`config.mk`:
```
export PLATFORM = sky130hd
export DESIGN_NAME = addr_win_xlate
export DESIGN_NICKNAME = d
export VERILOG_FILES = /design/src/rtl/addr_win_pkg.sv /design/src/rtl/win_regs.sv /design/src/rtl/win_match.sv /design/src/rtl/win_prio.sv /design/src/rtl/addr_win_xlate.sv
export SDC_FILE = /design/constraint.sdc
export NUM_CORES = 1
export LEC_CHECK = 0
export BUFFER_PORTS_ARGS = -buffer_cell sky130_fd_sc_hd__buf_2
export CORE_MARGIN = 3
export CORE_UTILIZATION = 55
export CTS_CLUSTER_SIZE = 16
export DETAILED_ROUTE_END_ITERATION = 10
export GPL_TIMING_DRIVEN = 0
export PLACE_DENSITY = 0.84
export SETUP_SLACK_MARGIN = 0.15
export SLEW_MARGIN = 20
export SYNTH_ARGS = -nofsm -noshare
export SYNTH_HDL_FRONTEND = slang
export SYNTH_HIERARCHICAL = 1
export SYNTH_SLANG_ARGS = --single-unit
```
`constraint.sdc`:
```
create_clock -name clk -period 3.61 [get_ports clk]
set_input_delay 0.1805 -clock clk [delete_from_list [all_inputs] [get_ports clk]]
set_output_delay 0.1805 -clock clk [all_outputs]
set_load 0.01 [all_outputs]
```
`src/rtl/addr_win_pkg.sv`:
```
package addr_win_pkg;
  typedef enum logic [1:0] {
    CYC_NONE = 2'd0,
    CYC_MEM  = 2'd1,
    CYC_IO   = 2'd2,
    CYC_CFG  = 2'd3
  } cyc_t;

  localparam logic [2:0] CFG_TYPE_CODE = 3'b101;
  localparam int SIZE_W = 4;
endpackage

```
`src/rtl/win_regs.sv`:
```
module win_regs #(
  parameter int ADDR_W  = 32,
  parameter int NUM_WIN = 3,
  parameter int ALIGN_W = 20,
  parameter int RA_W    = 3
) (
  input  logic                            clk,
  input  logic                            rst,
  input  logic                            wr,
  input  logic [RA_W-1:0]                 addr,
  input  logic [ADDR_W-1:0]               wdata,
  output logic [ADDR_W-1:0]               rdata,
  output logic [NUM_WIN-1:0][ADDR_W-1:0]  base_q,
  output logic [NUM_WIN-1:0][ADDR_W-1:0]  map_q
);
  localparam logic [ADDR_W-1:0] HI_MASK   = {{(ADDR_W-ALIGN_W){1'b1}}, {ALIGN_W{1'b0}}};
  localparam logic [ADDR_W-1:0] BASE_MASK = HI_MASK | ADDR_W'(5'h1F);
  localparam logic [ADDR_W-1:0] MAP_MASK  = HI_MASK | ADDR_W'(4'hF);

  logic [RA_W-2:0] widx;
  logic            sel_map;
  assign widx    = addr[RA_W-1:1];
  assign sel_map = addr[0];

  for (genvar g = 0; g < NUM_WIN; g++) begin : g_reg
    always_ff @(posedge clk) begin
      if (rst) begin
        base_q[g] <= '0;
        map_q[g]  <= '0;
      end else if (wr && widx == (RA_W-1)'(g)) begin
        if (sel_map) map_q[g]  <= wdata & MAP_MASK;
        else         base_q[g] <= wdata & BASE_MASK;
      end
    end
  end

  logic [ADDR_W-1:0] rd_sel;
  always_comb begin
    rd_sel = '0;
    for (int i = 0; i < NUM_WIN; i++) begin
      if (widx == (RA_W-1)'(i)) rd_sel = sel_map ? map_q[i] : base_q[i];
    end
  end

  always_ff @(posedge clk) begin
    if (rst) rdata <= '0;
    else     rdata <= rd_sel;
  end
endmodule

```
`src/rtl/win_match.sv`:
```
module win_match
  import addr_win_pkg::*;
#(
  parameter int ADDR_W  = 32,
  parameter int ALIGN_W = 20,
  parameter bit IS_IO   = 1'b0
) (
  input  logic [ADDR_W-1:0]         acc_addr,
  input  logic                      en,
  input  logic [SIZE_W-1:0]         size_code,
  input  logic [ADDR_W-ALIGN_W-1:0] base_hi,
  input  logic [ADDR_W-ALIGN_W-1:0] map_hi,
  input  logic [2:0]                map_type,
  input  logic                      low_en,
  output logic                      hit,
  output logic [ADDR_W-1:0]         pci_addr,
  output cyc_t                      cyc
);
  localparam int MAXC = ADDR_W - ALIGN_W;
  localparam int SH_W = $clog2(ADDR_W + 1) + 1;

  logic [SH_W-1:0]   sh;
  logic [ADDR_W:0]   diff;
  logic [ADDR_W-1:0] sum;

  always_comb begin
    if (int'(size_code) > MAXC) sh = SH_W'(ALIGN_W + MAXC);
    else                        sh = SH_W'(ALIGN_W) + SH_W'(size_code);
    diff = {1'b0, acc_addr} - {1'b0, base_hi, {ALIGN_W{1'b0}}};
    hit  = en && ((diff >> sh) == '0);
    sum  = {map_hi, {ALIGN_W{1'b0}}} + diff[ADDR_W-1:0];
    pci_addr = low_en ? sum : {sum[ADDR_W-1:2], 2'b00};
    if (map_type == CFG_TYPE_CODE) cyc = CYC_CFG;
    else if (IS_IO)                cyc = CYC_IO;
    else                           cyc = CYC_MEM;
  end
endmodule

```
`src/rtl/win_prio.sv`:
```
module win_prio
  import addr_win_pkg::*;
#(
  parameter int ADDR_W  = 32,
  parameter int NUM_WIN = 3,
  parameter int IDX_W   = 2
) (
  input  logic [NUM_WIN-1:0]             hit,
  input  logic [NUM_WIN-1:0][ADDR_W-1:0] pci,
  input  cyc_t                           cyc [NUM_WIN],
  output logic                           any,
  output logic [IDX_W-1:0]               idx,
  output logic [ADDR_W-1:0]              addr,
  output cyc_t                           typ
);
  always_comb begin
    any  = 1'b0;
    idx  = '0;
    addr = '0;
    typ  = CYC_NONE;
    for (int i = NUM_WIN - 1; i >= 0; i--) begin
      if (hit[i]) begin
        any  = 1'b1;
        idx  = IDX_W'(i);
        addr = pci[i];
        typ  = cyc[i];
      end
    end
  end
endmodule

```
`src/rtl/addr_win_xlate.sv`:
```
module addr_win_xlate
  import addr_win_pkg::*;
#(
  parameter int ADDR_W  = 32,
  parameter int NUM_WIN = 3,
  parameter int ALIGN_W = 20,
  localparam int IDX_W  = (NUM_WIN > 1) ? $clog2(NUM_WIN) : 1,
  localparam int RA_W   = IDX_W + 1
) (
  input  logic              clk,
  input  logic              rst,
  input  logic              reg_wr,
  input  logic [RA_W-1:0]   reg_addr,
  input  logic [ADDR_W-1:0] reg_wdata,
  output logic [ADDR_W-1:0] reg_rdata,
  input  logic              acc_valid,
  input  logic [ADDR_W-1:0] acc_addr,
  output logic              out_valid,
  output logic              out_miss,
  output logic [IDX_W-1:0]  out_win,
  output logic [1:0]        out_type,
  output logic [ADDR_W-1:0] out_addr
);
  logic [NUM_WIN-1:0][ADDR_W-1:0] base_q, map_q, pci;
  logic [NUM_WIN-1:0]             hit;
  cyc_t                           cyc [NUM_WIN];

  win_regs #(.ADDR_W(ADDR_W), .NUM_WIN(NUM_WIN), .ALIGN_W(ALIGN_W), .RA_W(RA_W)) u_regs (
    .clk(clk), .rst(rst), .wr(reg_wr), .addr(reg_addr), .wdata(reg_wdata),
    .rdata(reg_rdata), .base_q(base_q), .map_q(map_q)
  );

  for (genvar g = 0; g < NUM_WIN; g++) begin : g_win
    win_match #(.ADDR_W(ADDR_W), .ALIGN_W(ALIGN_W), .IS_IO(g == NUM_WIN - 1)) u_match (
      .acc_addr (acc_addr),
      .en       (base_q[g][0]),
      .size_code(base_q[g][SIZE_W:1]),
      .base_hi  (base_q[g][ADDR_W-1:ALIGN_W]),
      .map_hi   (map_q[g][ADDR_W-1:ALIGN_W]),
      .map_type (map_q[g][3:1]),
      .low_en   (map_q[g][0]),
      .hit      (hit[g]),
      .pci_addr (pci[g]),
      .cyc      (cyc[g])
    );
  end

  logic              any;
  logic [IDX_W-1:0]  sel_idx;
  logic [ADDR_W-1:0] sel_addr;
  cyc_t              sel_typ;

  win_prio #(.ADDR_W(ADDR_W), .NUM_WIN(NUM_WIN), .IDX_W(IDX_W)) u_prio (
    .hit(hit), .pci(pci), .cyc(cyc),
    .any(any), .idx(sel_idx), .addr(sel_addr), .typ(sel_typ)
  );

  always_ff @(posedge clk) begin
    if (rst) begin
      out_valid <= 1'b0;
      out_miss  <= 1'b0;
      out_win   <= '0;
      out_type  <= CYC_NONE;
      out_addr  <= '0;
    end else begin
      out_valid <= acc_valid;
      if (acc_valid) begin
        out_miss <= !any;
        out_win  <= sel_idx;
        out_type <= sel_typ;
        out_addr <= sel_addr;
      end
    end
  end
endmodule

```
* Yosys cells after proc, flatten, opt, wreduce, memory -nomap -nowiden
Cells that the tools add are included.
Word-level totals: input port bits 71, bits in registers 169, output and inout port bits 70, word-level logic and storage cells 77
Operators by class: add/sub/neg operators 9, shifts and indexed selects 3, eq/ne operators 5, order comparisons 3, reduce and logical (&&, ||, !) cells 17, bitwise logic cells 1, multiplexer cells 27
Operators with widths (count):
- $mux W32 | 9
- $logic_not A33 Y1 | 3
- $shr A33 B7 Y33 | 3
- $sub A32 B32 Y33 | 3
- $add A32 B32 Y32 | 3
- $mux W2 | 11
- $mux W7 | 3
- $add A5 B4 Y6 const A | 3
- $gt A4 B4 Y1 const B | 3
- $reduce_and A2 Y1 | 6
- $eq A3 B3 Y1 const B | 3
- $logic_and A1 B1 Y1 | 6
- $mux W1 | 4
- $eq A2 B1 Y1 const B | 1
- $eq A2 B2 Y1 const B | 1
- $logic_not A2 Y1 | 1
- $logic_not A1 Y1 | 1
- $not A1 Y1 | 1

* Logic depth before layout (Yosys ltp)
Gate-level depths: netlist (run 1).
depth in word-level cells 9, depth in mapped cells 19

* Cells and area by module
Netlist (run 1), hierarchy kept.
By module, submodules not included:
- win_regs | sequential area each 2322.2 um2, cells an instance 675, area each 5625.4 um2, times used 1
- win_match at g_win[2].u_match | sequential area each 0.0 um2, cells an instance 231, area each 1601.5 um2, times used 1
- win_match at g_win[0].u_match | sequential area each 0.0 um2, cells an instance 221, area each 1577.8 um2, times used 1
- win_match at g_win[1].u_match | sequential area each 0.0 um2, cells an instance 200, area each 1428.9 um2, times used 1
- addr_win_xlate | sequential area each 760.7 um2, cells an instance 122, area each 1363.8 um2, times used 1
- win_prio | sequential area each 0.0 um2, cells an instance 159, area each 983.4 um2, times used 1

* Worst setup path after synthesis (run 1)
No wires, ideal clock.
path type register -> register, start register u_regs/base_q[20] in the netlist's numbering, end register out_addr[30], data arrival time 3471 ps, stages on the path, launching flop included 18, clock period less this slack 3588 ps, buffers on the path 0, data required time 3493 ps, library setup time 117 ps, setup slack 22 ps, cells stage by stage dfxtp_1 > ha_1 > inv_1 > fa_1 > a21oi_2 > o221a_4 > xnor2_1 > ha_1 > or2_2 > a21oi_1 > a21oi_1 > maj3_1 > maj3_1 > xor2_1 > nor2b_1 > a21oi_1 > mux2i_1 > nor2_1
RTL lines:
- start: declaration | RTL line win_regs.sv:13 | output logic [NUM_WIN-1:0][ADDR_W-1:0] base_q,
- start signal: indexed assignment | RTL line win_regs.sv:32 | else base_q[g] <= wdata & BASE_MASK;
- end signal: assignment | RTL line addr_win_xlate.sv:71 | out_addr <= sel_addr;
- end: declaration | RTL line addr_win_xlate.sv:22 | output logic [ADDR_W-1:0] out_addr

==> results of run 1 <==
==> layer usage <==
metal,global-route usage,wire (um)
met1,0.400,15400
met2,0.523,19100
met3,0.0793,4680
met5,0,0
met4,0.192,3050
==> state kept, by name, summed over array words and instances, names as in the netlist <==
signal         cells
out_addr          32
out_win            2
out_valid          1
out_type           2
out_miss           1
u_regs/map_q      48
u_regs/base_q     51
u_regs/rdata      17
==> timing repair <==
| action | 4_1_cts | 5_1_grt |
|---|---|---|
| gates resized for setup | 106 | 110 |
| buffers inserted | 29 | 16 |
| hold buffers | 0 | 0 |
| endpoints found under the hold margin | 0 | 0 |
| endpoints found under the setup margin | 36 | 37 |
| pin swaps | 53 | 60 |
| cloned | 2 | 6 |
==> stage by stage <==
stage	hold slack, ns	setup TNS [ns]	worst slack, ns	power, mW
6_report	0.0272	-4.41	-0.258	4.89
5_1_grt	0.0124	-8.95	-0.380	5.02
4_1_cts	0.0114	-0.468	-0.0863	4.73
3_5_place_dp	0.463	-12.66	-0.705	2.72
3_3_place_gp	0.455	-10.58	-0.727	2.71
2_1_floorplan	0.309	0	0.0893	2.46
==> tightest hold or removal path, cell delays in order <==
cell and delay, ns:
sky130_fd_sc_hd__buf_2 0.13, sky130_fd_sc_hd__nand2_1 0.06, sky130_fd_sc_hd__a21oi_1 0.05
==> cells in the final DEF, fill, tap and decap left out, types with 15 or more instances in the layout <==
master,instances
sky130_fd_sc_hd__nand3b_1,35
sky130_fd_sc_hd__clkbuf_1,19
sky130_fd_sc_hd__a31oi_1,15
sky130_fd_sc_hd__buf_6,29
sky130_fd_sc_hd__dfxtp_1,147
sky130_fd_sc_hd__buf_4,116
sky130_fd_sc_hd__conb_1,18
sky130_fd_sc_hd__ha_1,52
sky130_fd_sc_hd__nor2_1,85
sky130_fd_sc_hd__buf_2,117
sky130_fd_sc_hd__a32oi_1,16
sky130_fd_sc_hd__clkbuf_16,21
sky130_fd_sc_hd__nand2_1,238
sky130_fd_sc_hd__xnor2_1,33
sky130_fd_sc_hd__and2_1,16
sky130_fd_sc_hd__o21ai_0,27
sky130_fd_sc_hd__inv_1,67
sky130_fd_sc_hd__nor2b_1,45
sky130_fd_sc_hd__mux2i_1,50
sky130_fd_sc_hd__nor3_1,18
sky130_fd_sc_hd__a21oi_1,168
sky130_fd_sc_hd__a21oi_2,37
==> layout make-up <==
type                            instances  area share
Tap cell                              275      0.0231
Buffer                                158      0.0816
Clock buffer                           17      0.0286
Multi-Input combinational cell       1148       0.560
Timing Repair Buffer                  148      0.0676
Antenna cell                            2    0.000336
Inverter                               69      0.0174
Clock inverter                         15      0.0135
Sequential cell                       154       0.208
==> where the power goes <==
part	switching, mW	internal (mW)	total, mW
Clock	0.877	1.06	1.94
Combinational	0.683	0.510	1.19
Sequential	0.0331	1.72	1.76
==> final timing paths <==
kind	startpoint	end	slack [ns]	depth (start not counted)
setup / recovery	u_regs/base_q[52]	out_addr[31]	-0.26	18
hold / removal	reg_wdata[4]	u_regs/base_q[68]	0.03	3
setup reg to reg	u_regs/base_q[52]	out_addr[31]	-0.26	18
hold reg to reg	u_regs/map_q[67]	u_regs/map_q[67]	0.47	2
==> results.txt, run 1 <==
CTS built an H-tree with a depth of 4. The number of global-route vias before repair was 11678; the layout overhead on the synthesized area was 25.3%. The worst setup path is captured at a flop. The startpoint kind of the worst setup timing path is a flop. Broken down by cell family, the worst path's largest delay share belongs to adder cells.

The placed instances occupy a cell area of 12800 um2. The final critical delay including setup and external delays is 3.87 ns, and the number of nets in the layout is 1842. The maximum clock skew at final layout was 0.0131 ns.

The final layout contains routed wiring with a total length of 42300 um. The later pin in the worst-skew pair is clocked with a latency of 0.44 ns. The total buffers and inverters traversed by the critical path is 1.

The tools report the number of antenna violations at the first check in global routing as 2. After legalization and detailed placement, the total HPWL measured 29300 um. The number of max-slew violations in the final report was 0; the maximum number of pins on one net before global-route repair was 18.

The number of buffers inserted by port buffering was 95. The die is 153 um tall. The final core utilization was 0.704; the clock transition time at the flip-flop clock pins of the worst setup and hold paths was 0.08 ns. Wire length of the first global-routing pass: 61400 um.

The worst-path cell with the longest stage delay was sky130_fd_sc_hd__dfxtp_4. Once detail routing completed, the nets flagged for antenna violations numbered 0. The cell area that synthesis handed to floorplanning was 11900 um2.

The root cell of the clock tree is sky130_fd_sc_hd__clkbuf_16. The synthesized area per cell was 7.84 um2; the area used by sequential logic in the layout was 3090 um2. The tool flagged a number of max-cap violations equal to 0.

For this run, the number of standard cells in the final layout without fillers is 1986. Data required time of the critical path: 3.99 ns. The count of routing violations after the opening detailed-route iteration came out at 1394. IR analysis of the VDD net gives a maximum drop of 0.367 mV. Transition time at the pin with the least slew margin: 0.788 ns.

The run gives -0.258 ns as the least setup slack across all paths after layout. The logs give 1.02 for the routability-driven placement congestion ratio and 1899 for the number of placed instances with taps included. The run gives 4.25 ns as the endpoint arrival time on the critical path.

The critical path is of the reg2reg type. Summing all multi-input logic gate instances after layout gives 8340 um2. The share of final-layout standard cells stronger than drive strength 1 works out to 0.299. Dividing the detail-routed wire length by the instance count gives 21.3 um.

The total iterations of the first detailed-routing run is 8, and the number of sinks on the clock net is 154. Traced cell by cell, the critical path runs through ha_4 -> inv_2 -> fa_2 -> a21o_1 -> a221oi_4 -> xnor2_2 -> ha_4 -> o21a_1 -> nor2_2 -> a311oi_2 -> maj3_2 -> maj3_2 -> a21oi_4 -> xnor2_2 -> a21oi_1 -> a21oi_1 -> mux2i_1 -> nor2_1. Count of warnings emitted by yosys: 6. For the number of core rows, the log shows 53. The initial core utilization is 0.562. In the routed design, unresolved DRC markers number 0. The delay of the slowest cell on the worst path is 0.37 ns.

The achievable clock frequency came out at 258 MHz. Setup repair after global routing could not meet its margin everywhere. TritonCTS built the clock tree. Clock tree synthesis inserted a total of 17 buffers. The period utilization came out at 1.07.

Fill cells in the final layout number 1547. The flow ran to the end, but the final reports show violations. The maximum count of clock buffers along a single path is 2, and the total vias in the final route is 12392. In this run the static leakage power is 5.98 nW.

The global-route total usage across every layer was 0.326; the total grt overflow was 0. The worst slew margin relative to its limit is 0.475. The count of pins on the block boundary is 141, and the core region area is 21200 um2.

Along the worst path, the maximum fanout reaches 3. The number of hold violations in the final report was 0; the horizontal die dimension was 153 um. After detailed routing, the number of vias per cell comes to 6.24. Setup violations remaining at the end of the flow were counted as 36. The cell count after synthesis came out at 1515.

The worst hold path belongs to the class in2reg. The checks that failed: negative setup slack. In this run the power density over the cells is 328 nW/um2. The tools report the post-route cell area as 14900 um2. The die covers 23400 um2.
Note: power is estimated with default switching activity, not from simulation.
==> run 2: changes to the inputs <==
- PLACE_DENSITY: 0.84 -> 0.81
- clock period: 3.61 -> 4 ns (I/O delays scaled with it)
==> results.txt, run 2 (same netlist as run 1, synthesis figures left out) <==
The flow ran to the end, and the final reports show no timing, DRC or antenna violations. The clock transition time at the flip-flop clock pins of the worst setup and hold paths came out at 0.07 ns (was 0.08 ns). Reg-to-reg critical path startpoint: u_regs/base_q[52] (unchanged).

End point of the critical path: out_addr[31] (unchanged). Largest registers: u_regs/base_q (51), u_regs/map_q (48), out_addr (32) (unchanged). The fraction of power consumed by combinational cells was 0.241 (was 0.244); the total iterations of the first detailed-routing run was 6 (was 8). The area of the die is 23400 um2 (unchanged), and the switching fraction of total power is 0.309 (was 0.326). The maximum fanout along the worst path is 2 (was 3), and the clock insertion delay at the later pin of the skew report is 0.43 ns (was 0.44 ns). The chip height is 153 um (unchanged), and the total vias in the final route is 11670 (was 12392). The tools report the initial core utilization as 0.562 (unchanged).

The run gives 0.380 (was 0.397) as the clock network fraction of design power. The number of flip-flops in the largest register is 51 (unchanged), and the internal power component is 2.89 mW (was 3.30 mW). The leakage component of the power came out at 5.72 nW (was 5.98 nW).

The endpoint arrival time on the critical path was 4.15 ns (was 4.25 ns); the layout overhead on the synthesized area was 19.6% (was 25.3%). The classification of the worst-slack hold path is in2reg (unchanged). The area used by sequential logic in the layout was 3090 um2 (about the same). The via-per-instance ratio is 5.96 (was 6.24).

The most frequent standard cell in the layout excluding fill and tap cells was sky130_fd_sc_hd__nand2_1 (unchanged). The beginning of the critical path is u_regs/base_q[52] (unchanged). The HPWL reported at the end of detailed placement came out at 29500 um (was 29300 um). The tools report the number of nets with antenna violations after detailed routing as 0 (unchanged). The setup slack on the worst flop-to-flop path is 0.16 ns (was -0.26 ns), and the number of core rows is 53 (unchanged). The run gives 0 (unchanged) as the number of max-slew violations in the final report. The wire length per cell is 19.9 um (was 21.3 um). The footprint of the multi-input gates came out at 8070 um2 (was 8340 um2). The logs give 4.18 mW (was 4.89 mW) for the total power draw and 154 (unchanged) for the number of sinks on the clock net. Number of nets in the layout: 1816 (was 1842). The antenna cell count was 0 (was 2). The number of buffers inserted by port buffering came out at 95 (unchanged). The depth of the worst register-to-register path was 18 (unchanged). The global-route total usage across every layer was 0.314 (was 0.326). The final critical delay including setup and external delays was 3.84 ns (was 3.87 ns); the cell area power density was 295 nW/um2 (was 328 nW/um2).

The final count of negative-setup-slack endpoints is 0 (was 36), and the number of fillers in the final layout is 1743 (was 1547). TritonCTS built the clock tree. The final wirelength came out at 39000 um (was 42300 um). Setup repair after global routing could not meet its margin everywhere.

The setup TNS is 0 ns (was -4.41 ns), and the number of global-route vias before repair is 11021 (was 11678). The maximum clock skew at final layout is 0.0154 ns (was 0.0131 ns). The transition time at the pin with the least slew margin works out to 0.673 ns (was 0.788 ns). The run gives 260 MHz (was 258 MHz) as the achievable clock frequency. The tools report the startpoint kind of the worst setup timing path as a flop (unchanged). The data required time of the critical path is 4.32 ns (was 3.99 ns), and the number of clock buffers inserted by TritonCTS is 17 (unchanged). For the core region area, the log shows 21200 um2 (unchanged). The number of hold violations in the final report is 0 (unchanged). The maximum count of clock buffers along a single path was 2 (unchanged); the total net switching power was 1.29 mW (was 1.59 mW).

Start-to-end type of the worst setup path: reg2reg (unchanged). The max-cap violation count was 0 (unchanged). Share of final-layout standard cells stronger than drive strength 1: 0.258 (was 0.299).

The run gives 141 (unchanged) as the count of pins on the block boundary. DRC violation count after routing: 0 (unchanged). Wire length of the first global-routing pass: 58800 um (was 61400 um). For the H-tree depth reported by CTS, the log shows 4 (unchanged). Number of antenna violations at the first check in global routing: 0 (was 2). Commonest cells after routing, fill and taps aside: sky130_fd_sc_hd__nand2_1 (240), sky130_fd_sc_hd__a21oi_1 (187), sky130_fd_sc_hd__dfxtp_1 (148) (was sky130_fd_sc_hd__nand2_1 (238), sky130_fd_sc_hd__a21oi_1 (168), sky130_fd_sc_hd__dfxtp_1 (147)). The routability-driven placement congestion ratio was 0.950 (was 1.02); the period utilization was 0.960 (was 1.07). Sort of element at the end of the critical path: a flop (unchanged). Start point of the worst min-delay path: reg_wdata[4] (unchanged).

The root cell of the clock tree was sky130_fd_sc_hd__clkbuf_16 (unchanged). The horizontal die dimension came out at 153 um (unchanged). Share of total power in sequential cells: 0.379 (was 0.359). The endpoint of the lowest-slack register-to-register path is out_addr[31] (unchanged). The run gives 1282 (was 1394) as the count of routing violations after the opening detailed-route iteration.

Register ranked first by flip-flop count: u_regs/base_q (unchanged). The worst slew margin relative to its limit was 0.551 (was 0.475). The worst ir drop on vdd came out at 0.276 mV (was 0.367 mV). The total grt overflow was 0 (unchanged); the maximum number of pins on one net before global-route repair was 17 (was 18).
-- run 2: power by group through the flow --
stage	Combinational, mW	Clock, mW	Sequential (mW)
floorplan	0.610	0	1.61
global placement	0.828	0	1.62
detailed placement	0.839	0	1.62
CTS	0.887	1.60	1.58
global route	1.08	1.67	1.59
finish	1.01	1.59	1.59
-- run 2: area by class of cell --
type / instances / area share
Clock buffer: 21 / 0.0324
Sequential cell: 154 / 0.218
Tap cell: 275 / 0.0242
Timing Repair Buffer: 122 / 0.0499
Inverter: 69 / 0.0182
Buffer: 158 / 0.0819
Clock inverter: 10 / 0.00749
Multi-Input combinational cell: 1148 / 0.568
-- run 2: worst min-delay path by stage --
stage,to,depth (start not counted)
after CTS,u_regs/base_q[68],3
after detailed placement,u_regs/base_q[56],2
final,u_regs/base_q[4],3
after global placement,u_regs/map_q[67],2
after floorplan,u_regs/base_q[22],2
after global routing,u_regs/base_q[68],3
-- run 2: layer usage --
layer,vias to the layer above,GRT usage,wire length [um]
met5,-,0,0
met4,0,0.140,2120
met3,143,0.0804,3590
met2,655,0.512,17700
met1,5381,0.393,15500
li1,5491,-,-
-- run 2: stage by stage --
stage / cell area (um2) / setup slack, ns / std cells / hold slack, ns / utilization
floorplan: 11900 / 0.412 / 1529 / 0.336 / -
global placement: 12800 / -0.445 / 1899 / 0.456 / 0.603
detailed placement: 12800 / -0.432 / 1899 / 0.460 / 0.603
CTS: 13600 / 0.104 / 1941 / 0.0407 / 0.643
global route: 14200 / 0.0337 / 1957 / 0.0540 / 0.672
finish: 14200 / 0.161 / 1957 / 0.0553 / 0.672
-- run 2: critical path: stages (launching register included) --
cell,delay (ns)
sky130_fd_sc_hd__dfxtp_2,0.35
sky130_fd_sc_hd__ha_4,0.14
sky130_fd_sc_hd__inv_1,0.06
sky130_fd_sc_hd__fa_2,0.37
sky130_fd_sc_hd__a21o_1,0.22
sky130_fd_sc_hd__a221oi_4,0.37
sky130_fd_sc_hd__xnor2_2,0.19
sky130_fd_sc_hd__ha_4,0.24
sky130_fd_sc_hd__o21a_1,0.20
sky130_fd_sc_hd__nor2_2,0.13
sky130_fd_sc_hd__a311oi_1,0.06
sky130_fd_sc_hd__maj3_2,0.33
sky130_fd_sc_hd__maj3_2,0.34
sky130_fd_sc_hd__a21oi_4,0.21
sky130_fd_sc_hd__xnor2_1,0.09
sky130_fd_sc_hd__a21oi_1,0.17
sky130_fd_sc_hd__a21oi_2,0.08
sky130_fd_sc_hd__mux2i_1,0.14
sky130_fd_sc_hd__nor2_1,0.05
-- run 2: repair_timing --
action | in CTS | in global routing
resized for setup | 40 | 93
hold buffers | 0 | 0
pin swaps | 17 | 45
setup buffers | 11 | 15
cloned | 0 | 1
endpoints found under the setup margin | 32 | 35
==> run 3: changes to the inputs <==
- CORE_MARGIN: 3 -> 2
==> results.txt, run 3 (same netlist as run 1, synthesis figures left out) <==
The maximum clock skew at final layout was 0.0144 ns (was 0.0154 ns); the number of placed instances with taps included was 1899 (unchanged). Share of final-layout standard cells stronger than drive strength 1: 0.262 (was 0.258). The number of sinks on the clock net was 154 (unchanged). The tools report the least setup slack across all paths after layout as 0.128 ns (was 0.161 ns). The run finished with clean final reports. The total net switching power is 1.32 mW (was 1.29 mW). The tools report the reg-to-reg critical path startpoint as u_regs/base_q[52] (unchanged). Worst setup slack after placement: -0.384 ns (was -0.432 ns). The cell area power density came out at 299 nW/um2 (was 295 nW/um2). The setup slack on the worst flop-to-flop path is 0.13 ns (was 0.16 ns), and the transition time at the pin with the least slew margin is 0.717 ns (was 0.673 ns).

The wire length of the first global-routing pass came out at 57400 um (was 58800 um). Largest registers: u_regs/base_q (51), u_regs/map_q (48), out_addr (32) (unchanged). For the DRC violation count after routing, the log shows 0 (unchanged).

The fraction of power consumed by combinational cells came out at 0.238 (was 0.241). Endpoint of the lowest-slack register-to-register path: out_addr[31] (unchanged). For the clock network fraction of design power, the log shows 0.390 (was 0.380). Horizontal die dimension: 151 um (was 153 um).

Maximum number of pins on one net before global-route repair: 17 (unchanged). The tools report the area of the die as 22800 um2 (was 23400 um2). Number of clock buffers inserted by TritonCTS: 17 (unchanged). Commonest cells after routing, fill and taps aside: sky130_fd_sc_hd__nand2_1 (240), sky130_fd_sc_hd__a21oi_1 (179), sky130_fd_sc_hd__dfxtp_1 (148) (was sky130_fd_sc_hd__nand2_1 (240), sky130_fd_sc_hd__a21oi_1 (187), sky130_fd_sc_hd__dfxtp_1 (148)). The endpoint arrival time on the critical path is 4.20 ns (was 4.15 ns), and the final wirelength is 38800 um (was 39000 um). The routability-driven placement congestion ratio came out at 0.978 (was 0.950). The share of total power in sequential cells was 0.372 (was 0.379). The logs give 2.94 mW (was 2.89 mW) for the internal power component and 21100 um2 (was 21200 um2) for the core region area. The switching fraction of total power was 0.310 (was 0.309); the clock transition time at the flip-flop clock pins of the worst setup and hold paths was 0.07 ns (about the same).

The clock insertion delay at the later pin of the skew report was 0.44 ns (was 0.43 ns); the global-route total usage across every layer was 0.328 (was 0.314). The achievable clock frequency was 258 MHz (was 260 MHz); the data required time of the critical path was 4.33 ns (was 4.32 ns). The depth of the worst register-to-register path is 18 (unchanged). The most frequent standard cell in the layout excluding fill and tap cells is sky130_fd_sc_hd__nand2_1 (unchanged).

The number of max-slew violations in the final report is 0 (unchanged). The wire length per cell works out to 19.9 um (about the same). For the leakage component of the power, the log shows 5.72 nW (about the same). The tools report the end point of the critical path as out_addr[31] (unchanged). TritonCTS built the clock tree. The layout overhead on the synthesized area is 19.9% (was 19.6%), and the post-route non-filler standard cell count is 1956 (was 1957). For the count of routing violations after the opening detailed-route iteration, the log shows 1177 (was 1282). Setup repair after global routing could not meet its margin everywhere. Via-per-instance ratio: 6.06 (was 5.96). The run gives 53 (unchanged) as the number of core rows.

Beginning of the critical path: u_regs/base_q[52] (unchanged). The classification of the worst-slack hold path is in2reg (unchanged). The tools report the sort of element at the end of the critical path as a flop (unchanged).

The run gives 0.522 (was 0.551) as the worst slew margin relative to its limit. The tools report the root cell of the clock tree as sky130_fd_sc_hd__clkbuf_16 (unchanged). The final count of negative-setup-slack endpoints was 0 (unchanged). Start-to-end type of the worst setup path: reg2reg (unchanged).

The number of hold violations in the final report is 0 (unchanged). The total grt overflow came out at 0 (unchanged). The tools report the number of antenna violations at the first check in global routing as 2 (was 0). The worst ir drop on vdd was 0.283 mV (was 0.276 mV); the final critical delay including setup and external delays was 3.87 ns (was 3.84 ns).

The total vias in the final route is 11844 (was 11670). The number of flip-flops in the largest register was 51 (unchanged). The logs give 141 (unchanged) for the count of pins on the block boundary and 0 (unchanged) for the max-cap violation count. The period utilization was 0.968 (was 0.960). The H-tree depth reported by CTS is 4 (unchanged). The chip height works out to 151 um (was 153 um). The number of global-route vias before repair is 10869 (was 11021), and the maximum fanout along the worst path is 4 (was 2).

The number of nets with antenna violations after detailed routing was 0 (unchanged). For the HPWL reported at the end of detailed placement, the log shows 29200 um (was 29500 um). The logs give 2 (unchanged) for the maximum count of clock buffers along a single path and 0.676 (was 0.672) for the final core utilization.

Total iterations of the first detailed-routing run: 5 (was 6). The initial core utilization is 0.563 (was 0.562). Register ranked first by flip-flop count: u_regs/base_q (unchanged). The startpoint kind of the worst setup timing path was a flop (unchanged).

The number of nets in the layout was 1814 (was 1816); the number of buffers inserted by port buffering was 95 (unchanged).
## run 3: cell count changes in the layout (fill, tap and decap cells not counted), moves of 3 or more
cell                      change
sky130_fd_sc_hd__inv_8        +3
sky130_fd_sc_hd__buf_4        -4
sky130_fd_sc_hd__xor2_2       +3
sky130_fd_sc_hd__a21oi_2      +9
sky130_fd_sc_hd__a21oi_1      -8
## run 3: worst max-delay path, stage by stage, from the launching register on
cell and delay [ns]:
sky130_fd_sc_hd__dfxtp_2 0.36, sky130_fd_sc_hd__ha_4 0.14, sky130_fd_sc_hd__inv_1 0.05, sky130_fd_sc_hd__fa_2 0.37, sky130_fd_sc_hd__a21o_1 0.23, sky130_fd_sc_hd__a21oi_2 0.20
sky130_fd_sc_hd__xnor2_2 0.20, sky130_fd_sc_hd__ha_4 0.27, sky130_fd_sc_hd__or2_2 0.31, sky130_fd_sc_hd__a21boi_2 0.16, sky130_fd_sc_hd__a311oi_1 0.08, sky130_fd_sc_hd__maj3_2 0.34
sky130_fd_sc_hd__maj3_2 0.34, sky130_fd_sc_hd__a21oi_4 0.20, sky130_fd_sc_hd__xnor2_1 0.10, sky130_fd_sc_hd__a21oi_1 0.16, sky130_fd_sc_hd__a21oi_2 0.08, sky130_fd_sc_hd__mux2i_1 0.13
sky130_fd_sc_hd__nor2_1 0.05
## run 3: worst min-delay path by stage
stage / startpoint / end / slack (ns) / cells past startpoint
floorplan: reg_wdata[22] / u_regs/base_q[22] / 0.34 / 2
global placement: u_regs/map_q[67] / u_regs/map_q[67] / 0.45 / 2
detailed placement: u_regs/base_q[55] / u_regs/base_q[55] / 0.46 / 2
CTS: reg_wdata[4] / u_regs/base_q[68] / 0.03 / 3
global route: reg_wdata[4] / u_regs/base_q[68] / 0.04 / 3
finish: reg_wdata[4] / u_regs/base_q[68] / 0.05 / 3
## run 3: power groups by stage
| stage | Clock (mW) | Sequential (mW) | Combinational [mW] |
|---|---|---|---|
| 6_report | 1.66 | 1.59 | 1.02 |
| 5_1_grt | 1.75 | 1.59 | 1.08 |
| 4_1_cts | 1.68 | 1.58 | 0.888 |
| 3_5_place_dp | 0 | 1.62 | 0.837 |
| 3_3_place_gp | 0 | 1.62 | 0.826 |
| 2_1_floorplan | 0 | 1.61 | 0.610 |
## run 3: layout make-up
class / count / area [um2]
tap: 275 / 344
inverter: 69 / 259
fill: 1744 / 6840
antenna: 1 / 2.50
buffer: 158 / 1170
timing repair buffer: 120 / 706
clock buffer: 18 / 439
multi-input combinational: 1148 / 8080
sequential: 154 / 3090
clock inverter: 13 / 158
## run 3: layer usage
metal  track usage  vias up  part of all wire
li1              -     5481                 -
met1         0.411     5524              0.38
met2         0.545      686              0.46
met3        0.0741      151              0.11
met4         0.135        2             0.046
met5             0        -           0.00046
## run 3: per-stage QoR
| step | power [mW] | TNS (ns) | hold slack, ns | instance area [um2] |
|---|---|---|---|---|
| after floorplan | 2.22 | 0 | 0.336 | 11900 |
| after global placement | 2.44 | -1.05 | 0.455 | 12800 |
| after detailed placement | 2.46 | -1.06 | 0.462 | 12800 |
| after CTS | 4.15 | 0 | 0.0339 | 13600 |
| after global routing | 4.41 | 0 | 0.0443 | 14200 |
| final | 4.26 | 0 | 0.0474 | 14200 |
## run 3: what timing repair did
action / 4_1_cts / 5_1_grt
cloned: 0 / 2
pin swaps: 15 / 48
setup endpoints to repair: 32 / 34
resized for setup: 39 / 100
setup buffers: 9 / 14
hold buffers: 0 / 0
